==> config.mk <==
export PLATFORM = sky130hd
export DESIGN_NAME = keymat_scanner
export DESIGN_NICKNAME = d
export VERILOG_FILES = /design/src/rtl/keymat_pkg.sv /design/src/rtl/keymat_col_sync.sv /design/src/rtl/keymat_sequencer.sv /design/src/rtl/keymat_collector.sv /design/src/rtl/keymat_strap_decode.sv /design/src/rtl/keymat_scanner.sv
export SDC_FILE = /design/constraint.sdc
export NUM_CORES = 1
export LEC_CHECK = 0
export ABC_AREA = 1
export BUFFER_PORTS_ARGS = -buffer_cell sky130_fd_sc_hd__buf_2
export CELL_PAD_IN_SITES_DETAIL_PLACEMENT = 0
export CELL_PAD_IN_SITES_GLOBAL_PLACEMENT = 1
export CORE_UTILIZATION = 47
export CTS_CLUSTER_DIAMETER = 40
export CTS_CLUSTER_SIZE = 16
export DETAILED_ROUTE_END_ITERATION = 8
export PLACE_DENSITY_LB_ADDON = 0.1
export REMOVE_ABC_BUFFERS = 1
export SLEW_MARGIN = 20
export SYNTH_ARGS = -nofsm -noshare
export SYNTH_HDL_FRONTEND = slang
export SYNTH_SLANG_ARGS = --single-unit
==> constraint.sdc <==
create_clock -name clk -period 3.8 [get_ports clk]
set_input_delay 0.76 -clock clk [delete_from_list [all_inputs] [get_ports clk]]
set_output_delay 0.76 -clock clk [all_outputs]
set_load 0.005 [all_outputs]
==> src/rtl/keymat_pkg.sv <==
package keymat_pkg;

   typedef enum logic [1:0] {
      MODE_CAL_OPEN   = 2'd0,
      MODE_CAL_LOCKED = 2'd1,
      MODE_DIAG_CYCLE = 2'd2
   } strap_mode_e;

   typedef enum logic {
      PH_SETTLE = 1'b0,
      PH_SAMPLE = 1'b1
   } scan_phase_e;

   function automatic int unsigned idx_width(input int unsigned count);
      return (count <= 1) ? 1 : $clog2(count);
   endfunction

   function automatic strap_mode_e strap_decode(input logic cal_n, input logic nocal_n);
      if (!nocal_n)    return MODE_CAL_LOCKED;
      else if (!cal_n) return MODE_CAL_OPEN;
      else             return MODE_DIAG_CYCLE;
   endfunction

endpackage

==> src/rtl/keymat_col_sync.sv <==
module keymat_col_sync #(
   parameter int unsigned WIDTH  = 5,
   parameter int unsigned STAGES = 2
) (
   input  logic             clk,
   input  logic             rst_n,
   input  logic [WIDTH-1:0] d_in,
   output logic [WIDTH-1:0] d_out
);

   generate
      if (STAGES == 0) begin : g_bypass
         logic unused_clk;
         assign unused_clk = clk ^ rst_n;
         assign d_out = d_in;
      end else begin : g_chain
         logic [WIDTH-1:0] stage_q [STAGES];
         always_ff @(posedge clk or negedge rst_n) begin
            if (!rst_n) begin
               for (int i = 0; i < STAGES; i++) stage_q[i] <= '1;
            end else begin
               stage_q[0] <= d_in;
               for (int i = 1; i < STAGES; i++) stage_q[i] <= stage_q[i-1];
            end
         end
         assign d_out = stage_q[STAGES-1];
      end
   endgenerate

endmodule

==> src/rtl/keymat_sequencer.sv <==
module keymat_sequencer
   import keymat_pkg::*;
#(
   parameter int unsigned N_ROWS     = 10,
   parameter int unsigned N_COLS     = 5,
   parameter int unsigned SETTLE_CYC = 16,
   localparam int unsigned ROW_W     = idx_width(N_ROWS),
   localparam int unsigned COL_W     = idx_width(N_COLS)
) (
   input  logic              clk,
   input  logic              rst_n,
   output logic [N_ROWS-1:0] row_n,
   output logic              smp_en,
   output logic [ROW_W-1:0]  smp_row,
   output logic [COL_W-1:0]  smp_col,
   output logic              scan_last
);

   localparam int unsigned CNT_W = idx_width(SETTLE_CYC);
   localparam logic [CNT_W-1:0] CNT_LAST = CNT_W'(SETTLE_CYC - 1);
   localparam logic [ROW_W-1:0] ROW_LAST = ROW_W'(N_ROWS - 1);
   localparam logic [COL_W-1:0] COL_LAST = COL_W'(N_COLS - 1);

   logic                run_q;
   scan_phase_e         phase_q;
   logic [ROW_W-1:0]    row_q;
   logic [COL_W-1:0]    col_q;
   logic [CNT_W-1:0]    cnt_q;

   always_ff @(posedge clk or negedge rst_n) begin
      if (!rst_n) begin
         run_q   <= 1'b0;
         phase_q <= PH_SETTLE;
         row_q   <= '0;
         col_q   <= '0;
         cnt_q   <= '0;
      end else begin
         run_q <= 1'b1;
         if (run_q) begin
            case (phase_q)
               PH_SETTLE: begin
                  if (cnt_q == CNT_LAST) begin
                     cnt_q   <= '0;
                     phase_q <= PH_SAMPLE;
                  end else begin
                     cnt_q <= cnt_q + CNT_W'(1);
                  end
               end
               default: begin
                  if (col_q == COL_LAST) begin
                     col_q   <= '0;
                     phase_q <= PH_SETTLE;
                     row_q   <= (row_q == ROW_LAST) ? '0 : row_q + ROW_W'(1);
                  end else begin
                     col_q <= col_q + COL_W'(1);
                  end
               end
            endcase
         end
      end
   end

   always_comb begin
      for (int r = 0; r < N_ROWS; r++) begin
         row_n[r] = !(run_q && (row_q == ROW_W'(r)));
      end
   end

   assign smp_en    = run_q && (phase_q == PH_SAMPLE);
   assign smp_row   = row_q;
   assign smp_col   = col_q;
   assign scan_last = smp_en && (row_q == ROW_LAST) && (col_q == COL_LAST);


   one_row_low_chk: assert property (@(posedge clk) disable iff (!rst_n)
      $countones(~row_n) <= 1);


   row_step_chk: assert property (@(posedge clk) disable iff (!rst_n)
      (smp_en && (col_q == COL_LAST) && (row_q != ROW_LAST)) |=> (row_q == $past(row_q) + ROW_W'(1)));


   row_change_settle_chk: assert property (@(posedge clk) disable iff (!rst_n)
      !$stable(row_n) |-> !smp_en);


   sample_row_low_chk: assert property (@(posedge clk) disable iff (!rst_n)
      smp_en |-> !row_n[smp_row]);

endmodule

==> src/rtl/keymat_collector.sv <==
module keymat_collector
   import keymat_pkg::*;
#(
   parameter int unsigned N_ROWS = 10,
   parameter int unsigned N_COLS = 5,
   parameter logic [N_ROWS*N_COLS-1:0] PRESENT_MASK = '1,
   localparam int unsigned ROW_W = idx_width(N_ROWS),
   localparam int unsigned COL_W = idx_width(N_COLS),
   localparam int unsigned NBITS = N_ROWS * N_COLS
) (
   input  logic              clk,
   input  logic              rst_n,
   input  logic [N_COLS-1:0] col_s,
   input  logic              smp_en,
   input  logic [ROW_W-1:0]  smp_row,
   input  logic [COL_W-1:0]  smp_col,
   input  logic              scan_last,
   output logic [NBITS-1:0]  sw_state,
   output logic              scan_done
);

   logic [NBITS-1:0] shadow_q;
   logic [NBITS-1:0] hit_vec;
   logic [NBITS-1:0] state_q;
   logic             done_q;

   always_comb begin
      hit_vec = shadow_q;
      for (int r = 0; r < N_ROWS; r++) begin
         for (int c = 0; c < N_COLS; c++) begin
            if (smp_en && (smp_row == ROW_W'(r)) && (smp_col == COL_W'(c))) begin
               hit_vec[r*N_COLS + c] = PRESENT_MASK[r*N_COLS + c] & ~col_s[c];
            end
         end
      end
   end

   always_ff @(posedge clk or negedge rst_n) begin
      if (!rst_n) begin
         shadow_q <= '0;
         state_q  <= '0;
         done_q   <= 1'b0;
      end else begin
         shadow_q <= hit_vec;
         done_q   <= scan_last;
         if (scan_last) state_q <= hit_vec;
      end
   end

   assign sw_state  = state_q;
   assign scan_done = done_q;


   state_atomic_chk: assert property (@(posedge clk) disable iff (!rst_n)
      !$stable(sw_state) |-> scan_done);


   done_single_chk: assert property (@(posedge clk) disable iff (!rst_n)
      scan_done |=> !scan_done);


   absent_zero_chk: assert property (@(posedge clk) disable iff (!rst_n)
      (sw_state & ~PRESENT_MASK) == '0);

endmodule

==> src/rtl/keymat_strap_decode.sv <==
module keymat_strap_decode
   import keymat_pkg::*;
(
   input  logic        clk,
   input  logic        rst_n,
   input  logic        cal_n,
   input  logic        nocal_n,
   output strap_mode_e mode,
   output logic        mode_valid
);

   strap_mode_e mode_q;
   logic        valid_q;

   always_ff @(posedge clk or negedge rst_n) begin
      if (!rst_n) begin
         mode_q  <= MODE_DIAG_CYCLE;
         valid_q <= 1'b0;
      end else if (!valid_q) begin
         mode_q  <= strap_decode(cal_n, nocal_n);
         valid_q <= 1'b1;
      end
   end

   assign mode       = mode_q;
   assign mode_valid = valid_q;


   strap_decode_chk: assert property (@(posedge clk) disable iff (!rst_n)
      $rose(mode_valid) |-> ((mode == MODE_CAL_LOCKED) == !$past(nocal_n)));


   mode_frozen_chk: assert property (@(posedge clk) disable iff (!rst_n)
      mode_valid |=> (mode_valid && $stable(mode)));

endmodule

==> src/rtl/keymat_scanner.sv <==
module keymat_scanner
   import keymat_pkg::*;
#(
   parameter int unsigned N_ROWS      = 10,
   parameter int unsigned N_COLS      = 5,
   parameter int unsigned SETTLE_CYC  = 16,
   parameter int unsigned SYNC_STAGES = 2,
   parameter logic [N_ROWS*N_COLS-1:0] PRESENT_MASK = '1
) (
   input  logic                     clk,
   input  logic                     rst_n,
   input  logic [N_COLS-1:0]        col_n,
   input  logic                     cal_n,
   input  logic                     nocal_n,
   output logic [N_ROWS-1:0]        row_n,
   output logic [N_ROWS*N_COLS-1:0] sw_state,
   output logic                     scan_done,
   output logic [1:0]               mode,
   output logic                     mode_valid
);

   localparam int unsigned ROW_W = idx_width(N_ROWS);
   localparam int unsigned COL_W = idx_width(N_COLS);

   generate
      if (N_ROWS < 2) begin : g_bad_rows
         $error("keymat_scanner: N_ROWS must be at least 2");
      end
      if (N_COLS < 2) begin : g_bad_cols
         $error("keymat_scanner: N_COLS must be at least 2");
      end
      if (SETTLE_CYC < 1) begin : g_bad_settle
         $error("keymat_scanner: SETTLE_CYC must be at least 1");
      end
      if (SETTLE_CYC < SYNC_STAGES) begin : g_bad_sync
         $error("keymat_scanner: SETTLE_CYC must cover the synchronizer depth");
      end
      if (N_ROWS * N_COLS > 4096) begin : g_bad_size
         $error("keymat_scanner: matrix too large");
      end
   endgenerate

   logic [N_COLS-1:0] col_s;
   logic              smp_en;
   logic [ROW_W-1:0]  smp_row;
   logic [COL_W-1:0]  smp_col;
   logic              scan_last;
   strap_mode_e       mode_e;

   keymat_col_sync #(
      .WIDTH  (N_COLS),
      .STAGES (SYNC_STAGES)
   ) col_sync_i (
      .clk   (clk),
      .rst_n (rst_n),
      .d_in  (col_n),
      .d_out (col_s)
   );

   keymat_sequencer #(
      .N_ROWS     (N_ROWS),
      .N_COLS     (N_COLS),
      .SETTLE_CYC (SETTLE_CYC)
   ) seq_i (
      .clk       (clk),
      .rst_n     (rst_n),
      .row_n     (row_n),
      .smp_en    (smp_en),
      .smp_row   (smp_row),
      .smp_col   (smp_col),
      .scan_last (scan_last)
   );

   keymat_collector #(
      .N_ROWS       (N_ROWS),
      .N_COLS       (N_COLS),
      .PRESENT_MASK (PRESENT_MASK)
   ) coll_i (
      .clk       (clk),
      .rst_n     (rst_n),
      .col_s     (col_s),
      .smp_en    (smp_en),
      .smp_row   (smp_row),
      .smp_col   (smp_col),
      .scan_last (scan_last),
      .sw_state  (sw_state),
      .scan_done (scan_done)
   );

   keymat_strap_decode strap_i (
      .clk        (clk),
      .rst_n      (rst_n),
      .cal_n      (cal_n),
      .nocal_n    (nocal_n),
      .mode       (mode_e),
      .mode_valid (mode_valid)
   );

   assign mode = mode_e;

endmodule

==> flow_summary.json, run 1 <==
{
  "run_status": "finished with violations",
  "violations": "design-rule violations",
  "power.static_leakage_nw": 3.666,
  "clockBufferDepth": 2,
  "placed_cell_count": 842,
  "antenna_found_initial": 0,
  "grt_first_pass_wirelength_um": 21940,
  "initial_core_util": 0.4906,
  "number_of_design_rule_violations_left_by_the_first_detailed_router_iteration": 236,
  "layout_area_overhead_pct": 17.48,
  "routabilityCongestion": 0.8009,
  "post_drt_wl_per_cell_um": 14.94,
  "drv_cap": 0,
  "io_buffers": 72,
  "hold_violations": 0,
  "worst_skew_pair.late_latency_ns": 0.41,
  "layout.cells.most_common": "sky130_fd_sc_hd__nand2_1",
  "ff_latch_area_um2": 3142,
  "rows": 39,
  "setup_total_negative_slack_ns": 0,
  "cts.hold.buffers_added": 0,
  "largest_net_degree_at_the_start_of_global_routing": 72,
  "crit_path_end_kind": "output pin",
  "most_used_cells_in_the_layout_excluding_fill_and_tap_cells": "188 x sky130_fd_sc_hd__nand2_1, 114 x sky130_fd_sc_hd__dfrtp_1, 101 x sky130_fd_sc_hd__nand3_1",
  "cts_setup_buffers": 0,
  "critical_path.slowest_cell": "sky130_fd_sc_hd__nor2_1",
  "maxSlewHeadroom": 0.3586,
  "drt-pass1-iter-count": 6,
  "hold_path_class": "reg2reg",
  "cts_tree": "done",
  "vdd_ir_drop_max_uv": 296.8,
  "timing.critical_path.slowest_cell_delay_ns": 0.56,
  "path_delay_family": "simple AND/OR/NAND/NOR gates",
  "start_kind": "flop",
  "multiInputGateArea_um2": 2062,
  "cts-root-buf": "sky130_fd_sc_hd__clkbuf_16",
  "clk_pin_slew_ns": 0.05,
  "grt_overflow": 0,
  "postSynthAreaPerCell_um2": 8.646,
  "period_minus_slack_ns": 2.655,
  "synth.top_cells.by_area": "sky130_fd_sc_hd__dfrtp_1 50%, sky130_fd_sc_hd__nand2_1 12%, sky130_fd_sc_hd__nand3_1 8.9%, sky130_fd_sc_hd__dfstp_2 5.1%, sky130_fd_sc_hd__and2_1 4.9%",
  "worst-endpoint-required_ns": 3.04,
  "grtUsageTotal": 0.2272,
  "ys_seq_area_frac": 0.5514,
  "die_height_um": 112.1,
  "post-route-drc-count": 5,
  "max_freq_mhz": 376.7,
  "tightestPinTransition_ns": 0.9611,
  "drive_above_1_share": 0.1792,
  "cellPowerDensity_nw_per_um2": 537.3,
  "fin_cells": 874,
  "h-tree-depth": 4,
  "rsz0062_at_grt": "false",
  "yosys.cell_types.count": 30,
  "finish.net_count": 733,
  "timing.final.setup_violations": 0,
  "total_half_perimeter_wirelength_after_legalization_and_detailed_placement_um": 8225,
  "pin_count": 73,
  "finalCritPeriodShare": 0.6986,
  "routed-via-count": 4484,
  "clock-skew-final_ns": 0.008213,
  "timing.critical_path.fanout_max": 11,
  "worst-endpoint-arrival_ns": 1.89,
  "diodes": 0,
  "worstPathBufferInverterCount": 2,
  "syn-cell-area_um2": 5698,
  "critPathMostFrequentCell": "sky130_fd_sc_hd__nand2_1",
  "path_class": "reg2out",
  "antenna_violating_nets_post_route": 0,
  "ys_ff_latch": 125,
  "fill_cells": 1062,
  "netlist.area_leader.share": 0.5007,
  "post_route_wl_um": 13060,
  "syn_inst": 659,
  "fp.coreArea_um2": 11610,
  "final_max_slew_viol_count": 0,
  "number_of_global_route_vias_before_repair": 4412,
  "clock_sinks": 125,
  "yosysWarningCount": 0,
  "fin_total_pwr_w": 0.003597,
  "die_area_um2": 12570,
  "post_cts_resize_count": 0,
  "crit_path_cell_trace": "inv_1 > nand2_1 > nor2_1 > nand2_1 > buf_2",
  "viasPerCell": 5.130,
  "die_w_um": 112.1,
  "post-synth-top-area-cell": "sky130_fd_sc_hd__dfrtp_1",
  "cts_made_buffers": 17
}
## layout make-up
class / count / share of cell area
flip-flops and latches: 125 / 0.4693
inverters: 71 / 0.04000
well taps: 143 / 0.02673
clock buffers: 25 / 0.07402
repair buffers: 82 / 0.06916
multi-input cells: 421 / 0.3080
clock inverters: 7 / 0.01271
## metrics by stage
| stage | hold WS [ns] | setup slack, ns | utilization | area, um2 |
|---|---|---|---|---|
| 2_1_floorplan | 0.3452 | 1.729 | - | 5466 |
| 3_3_place_gp | 0.3455 | 1.423 | 0.5264 | 6113 |
| 3_5_place_dp | 0.3468 | 1.371 | 0.5264 | 6113 |
| 4_1_cts | 0.3546 | 1.141 | 0.5764 | 6694 |
| 5_1_grt | 0.3568 | 0.9801 | 0.5764 | 6694 |
| 6_report | 0.3540 | 1.145 | 0.5764 | 6694 |
## report_power, final
part           switching (W)  leakage [nW]  internal, W
registers          0.0000729          1.68      0.00142
logic               0.000393          1.69     0.000135
clock network       0.000542         0.291      0.00103
## worst register-to-register path: stages, from the launching register on
cell and delay [ns]:
sky130_fd_sc_hd__dfrtp_1 0.68, sky130_fd_sc_hd__nand2_1 0.30, sky130_fd_sc_hd__inv_2 0.57, sky130_fd_sc_hd__buf_4 0.40, sky130_fd_sc_hd__nand4_1 0.15, sky130_fd_sc_hd__nand3_1 0.18
sky130_fd_sc_hd__nand2_1 0.07
## state kept, by name (all words and copies together) (netlist names)
| register | flops |
|---|---|
| seq_i.phase_q | 1 |
| strap_i.mode | 2 |
| coll_i.sw_state | 50 |
| seq_i.cnt_q | 4 |
| col_sync_i.g_chain.stage_q | 5 |
| col_sync_i.d_out | 5 |
| coll_i.scan_done | 1 |
| seq_i.smp_col | 3 |
| seq_i.run_q | 1 |
| coll_i.shadow_q | 49 |
| seq_i.smp_row | 4 |
## final timing paths
kind | slack [ns] | from | depth (start not counted) | end
min reg2reg | 0.35 | col_sync_i.g_chain.stage_q[5] | 0 | col_sync_i.d_out[0]
max | 1.15 | seq_i.smp_row[2] | 5 | row_n[3]
max reg2reg | 1.34 | seq_i.run_q | 6 | coll_i.sw_state[10]
max in group asynchronous | 2.55 | rst_n | 2 | col_sync_i.d_out[1]
min | 0.35 | col_sync_i.g_chain.stage_q[5] | 0 | col_sync_i.d_out[0]
min in group asynchronous | 0.41 | rst_n | 1 | coll_i.sw_state[45]
## cells in the mapped netlist (all sizes together)
cell type and instances:
o21ai 7, clkinv 1, dfrtp 114, nand2 191
and2 45, dfstp 11, nor2 19, clkbuf 13
buf 29, nand3 101, ha 6, a22o 1
or2 1, conb 1, inv 70, xor2 3
o22ai 1, a21oi 3, xnor2 1, a21boi 1
nand4 40
## metal layers
metal	up-vias	wire length, um	GRT usage
li1	2216	-	-
met1	2142	6117	0.3079
met2	108	6107	0.3640
met3	18	629	0.04590
met4	0	204	0.08356
met5	-	0	0
## logic make-up (layout without fill, tap and decap cells)
group,count (synthesis),count (layout),share of synthesized area
adders and majority gates,6,6,0.01317
AOI/OAI and AO/OA,13,13,0.01274
buffers and inverters,113,185,0.08761
and+or+nand+nor,397,397,0.3283
other,1,1,0.0006581
xor gates and xnor gates,4,4,0.006150
DFF,125,125,0.5514
(Power assumes the default switching activity.)
==> run 2: changes to the inputs <==
- CORE_UTILIZATION: 47 -> 39
- clock period: 3.8 -> 2.15 ns (I/O delays scaled with it)
==> flow_summary.json, run 2 (same netlist as run 1, synthesis figures left out) <==
{
  "run_status": "complete, no violations",
  "rrSetupSlack_ns": 0.33,
  "seqPwrFrac": 0.413,
  "final_max_slew_viol_count": 0,
  "number_of_global_route_vias_before_repair": 4393,
  "path_class": "reg2out",
  "timing.critical_path.slowest_cell_delay_ns": 0.45,
  "drt-pass1-iter-count": 4,
  "drive_above_1_share": 0.1957,
  "initial_core_util": 0.4058,
  "timing.final.setup_violations": 0,
  "die_w_um": 122.9,
  "finalCritPeriodShare": 0.9177,
  "internal-power_w": 0.004539,
  "max_freq_mhz": 506.8,
  "number_of_design_rule_violations_left_by_the_first_detailed_router_iteration": 354,
  "pin_count": 73,
  "io_buffers": 72,
  "hold_violations": 0,
  "placed_cell_count": 893,
  "rsz0062_at_grt": "false",
  "power.static_leakage_nw": 3.739,
  "power.combinational.fraction": 0.164,
  "worst_setup_path_startpoint": "seq_i.smp_row[0]",
  "clock_sinks": 125,
  "die_height_um": 122.9,
  "path_delay_family": "flip-flops",
  "hold_path_class": "in2reg",
  "period_minus_slack_ns": 1.973,
  "die_area_um2": 15100,
  "tightestPinTransition_ns": 0.5489,
  "viasPerCell": 4.866,
  "crit_path_end_kind": "output pin",
  "grt_first_pass_wirelength_um": 22670,
  "post_route_wl_um": 13590,
  "netSwitchingFraction": 0.2880,
  "cts_setup_buffers": 0,
  "worst_hold_slack_ns": 0.1119,
  "vdd_ir_drop_max_uv": 483.7,
  "timing.critical_path.fanout_max": 6,
  "path_depth": 5,
  "largest_register_ffs": 50,
  "setup_total_negative_slack_ns": 0,
  "antenna_violating_nets_post_route": 0,
  "clockBufferDepth": 2,
  "worstReg2RegStart": "seq_i.smp_col[0]",
  "worst_r2r_endpoint": "coll_i.sw_state[49]",
  "clk_pin_slew_ns": 0.05,
  "worst_skew_pair.late_latency_ns": 0.42,
  "drv_cap": 0,
  "grt_overflow": 0,
  "final_core_utilization": 0.4889,
  "rows": 43,
  "worst-endpoint-required_ns": 1.72,
  "largest_net_degree_at_the_start_of_global_routing": 53,
  "share_clk_of_total_power": 0.423,
  "routabilityCongestion": 0.8215,
  "fin_cells": 926,
  "cts-root-buf": "sky130_fd_sc_hd__clkbuf_16",
  "total_half_perimeter_wirelength_after_legalization_and_detailed_placement_um": 8808,
  "fin_total_pwr_w": 0.006375,
  "cellPowerDensity_nw_per_um2": 928.6,
  "worstPathBufferInverterCount": 2,
  "clock-skew-final_ns": 0.01256,
  "grtUsageTotal": 0.2021,
  "start_kind": "flop",
  "switchingPower_w": 0.001836,
  "hold_path_startpoint": "col_n[1]",
  "h-tree-depth": 4,
  "finish.net_count": 748,
  "cts_made_buffers": 17,
  "diodes": 0,
  "fill_cells": 1366,
  "cts_tree": "done",
  "critical_path.slowest_cell": "sky130_fd_sc_hd__dfrtp_1",
  "post_drt_wl_per_cell_um": 14.67,
  "antenna_found_initial": 0,
  "fp.coreArea_um2": 14040,
  "post-route-drc-count": 0,
  "maxSlewHeadroom": 0.6340,
  "critPathMostFrequentCell": "sky130_fd_sc_hd__nand2_1",
  "layout_area_overhead_pct": 20.49,
  "r2r_cells": 8,
  "worst-endpoint-arrival_ns": 1.54,
  "cp-endpoint": "row_n[0]",
  "layout.cells.most_common": "sky130_fd_sc_hd__nand2_1",
  "most_used_cells_in_the_layout_excluding_fill_and_tap_cells": "188 x sky130_fd_sc_hd__nand2_1, 114 x sky130_fd_sc_hd__dfrtp_1, 101 x sky130_fd_sc_hd__nand3_1",
  "crit_path_cell_trace": "nor2_2 > nand2_1 > inv_1 > nand2_1 > buf_2",
  "routed-via-count": 4506
}
==> run 2: timing repair <==
| item | 4_1_cts | 5_1_grt |
|---|---|---|
| pin swaps | 0 | 0 |
| setup endpoints to repair | 1 | 1 |
| hold endpoints to repair | 11 | 0 |
| hold buffers | 1 | 0 |
| gates resized for setup | 1 | 3 |
==> run 2: power by group through the flow <==
stage	Clock, W	Combinational, W	Sequential [W]
after floorplan	0	0.000596	0.00264
after global placement	0	0.00102	0.00267
after detailed placement	0	0.00105	0.00268
after CTS	0.00276	0.00106	0.00264
after global routing	0.00288	0.00118	0.00266
final	0.00269	0.00105	0.00264
==> run 2: metal layers <==
| layer | part of all wire | global-route usage | wire length, um |
|---|---|---|---|
| met1 | 0.49 | 0.2811 | 6701 |
| met2 | 0.46 | 0.3051 | 6261 |
| met3 | 0.039 | 0.04647 | 535 |
| met4 | 0.0064 | 0.07698 | 87 |
| met5 | 0 | 0 | 0 |
==> run 2: metrics by stage <==
| step | cell area, um2 | setup WS, ns |
|---|---|---|
| 4_1_cts | 6855 | 0.03947 |
| 6_report | 6865 | 0.1770 |
| 3_3_place_gp | 6285 | 0.3624 |
| 5_1_grt | 6865 | 0.03837 |
| 2_1_floorplan | 5466 | 0.07930 |
| 3_5_place_dp | 6285 | 0.3181 |
==> run 2: cell type report <==
type | instances | area [um2] | area share
Inverter | 71 | 267.8 | 0.03900
Clock inverter | 7 | 62.56 | 0.009112
Multi-Input combinational cell | 421 | 2069 | 0.3014
Clock buffer | 25 | 495.5 | 0.07217
Sequential cell | 125 | 3142 | 0.4576
Tap cell | 180 | 225.2 | 0.03280
Timing Repair Buffer | 97 | 603.1 | 0.08784
==> run 2: worst reg2reg max path, stage by stage, from the launching register on <==
cell and delay [ns]:
sky130_fd_sc_hd__dfrtp_1 0.40, sky130_fd_sc_hd__inv_1 0.09, sky130_fd_sc_hd__ha_1 0.22, sky130_fd_sc_hd__nand2_1 0.16, sky130_fd_sc_hd__nor2_4 0.07, sky130_fd_sc_hd__nand2_4 0.07
sky130_fd_sc_hd__buf_4 0.46, sky130_fd_sc_hd__or2_1 0.19, sky130_fd_sc_hd__nand2_1 0.05
==> run 2: how the worst min path moves through the flow <==
stage                                         end  slack, ns  cells after the start
detailed placement            col_sync_i.d_out[1]       0.35                      0
floorplan                        coll_i.scan_done       0.13                      0
global placement              col_sync_i.d_out[1]       0.35                      0
CTS                 col_sync_i.g_chain.stage_q[6]       0.09                      1
global route        col_sync_i.g_chain.stage_q[5]       0.09                      1
finish              col_sync_i.g_chain.stage_q[6]       0.11                      1
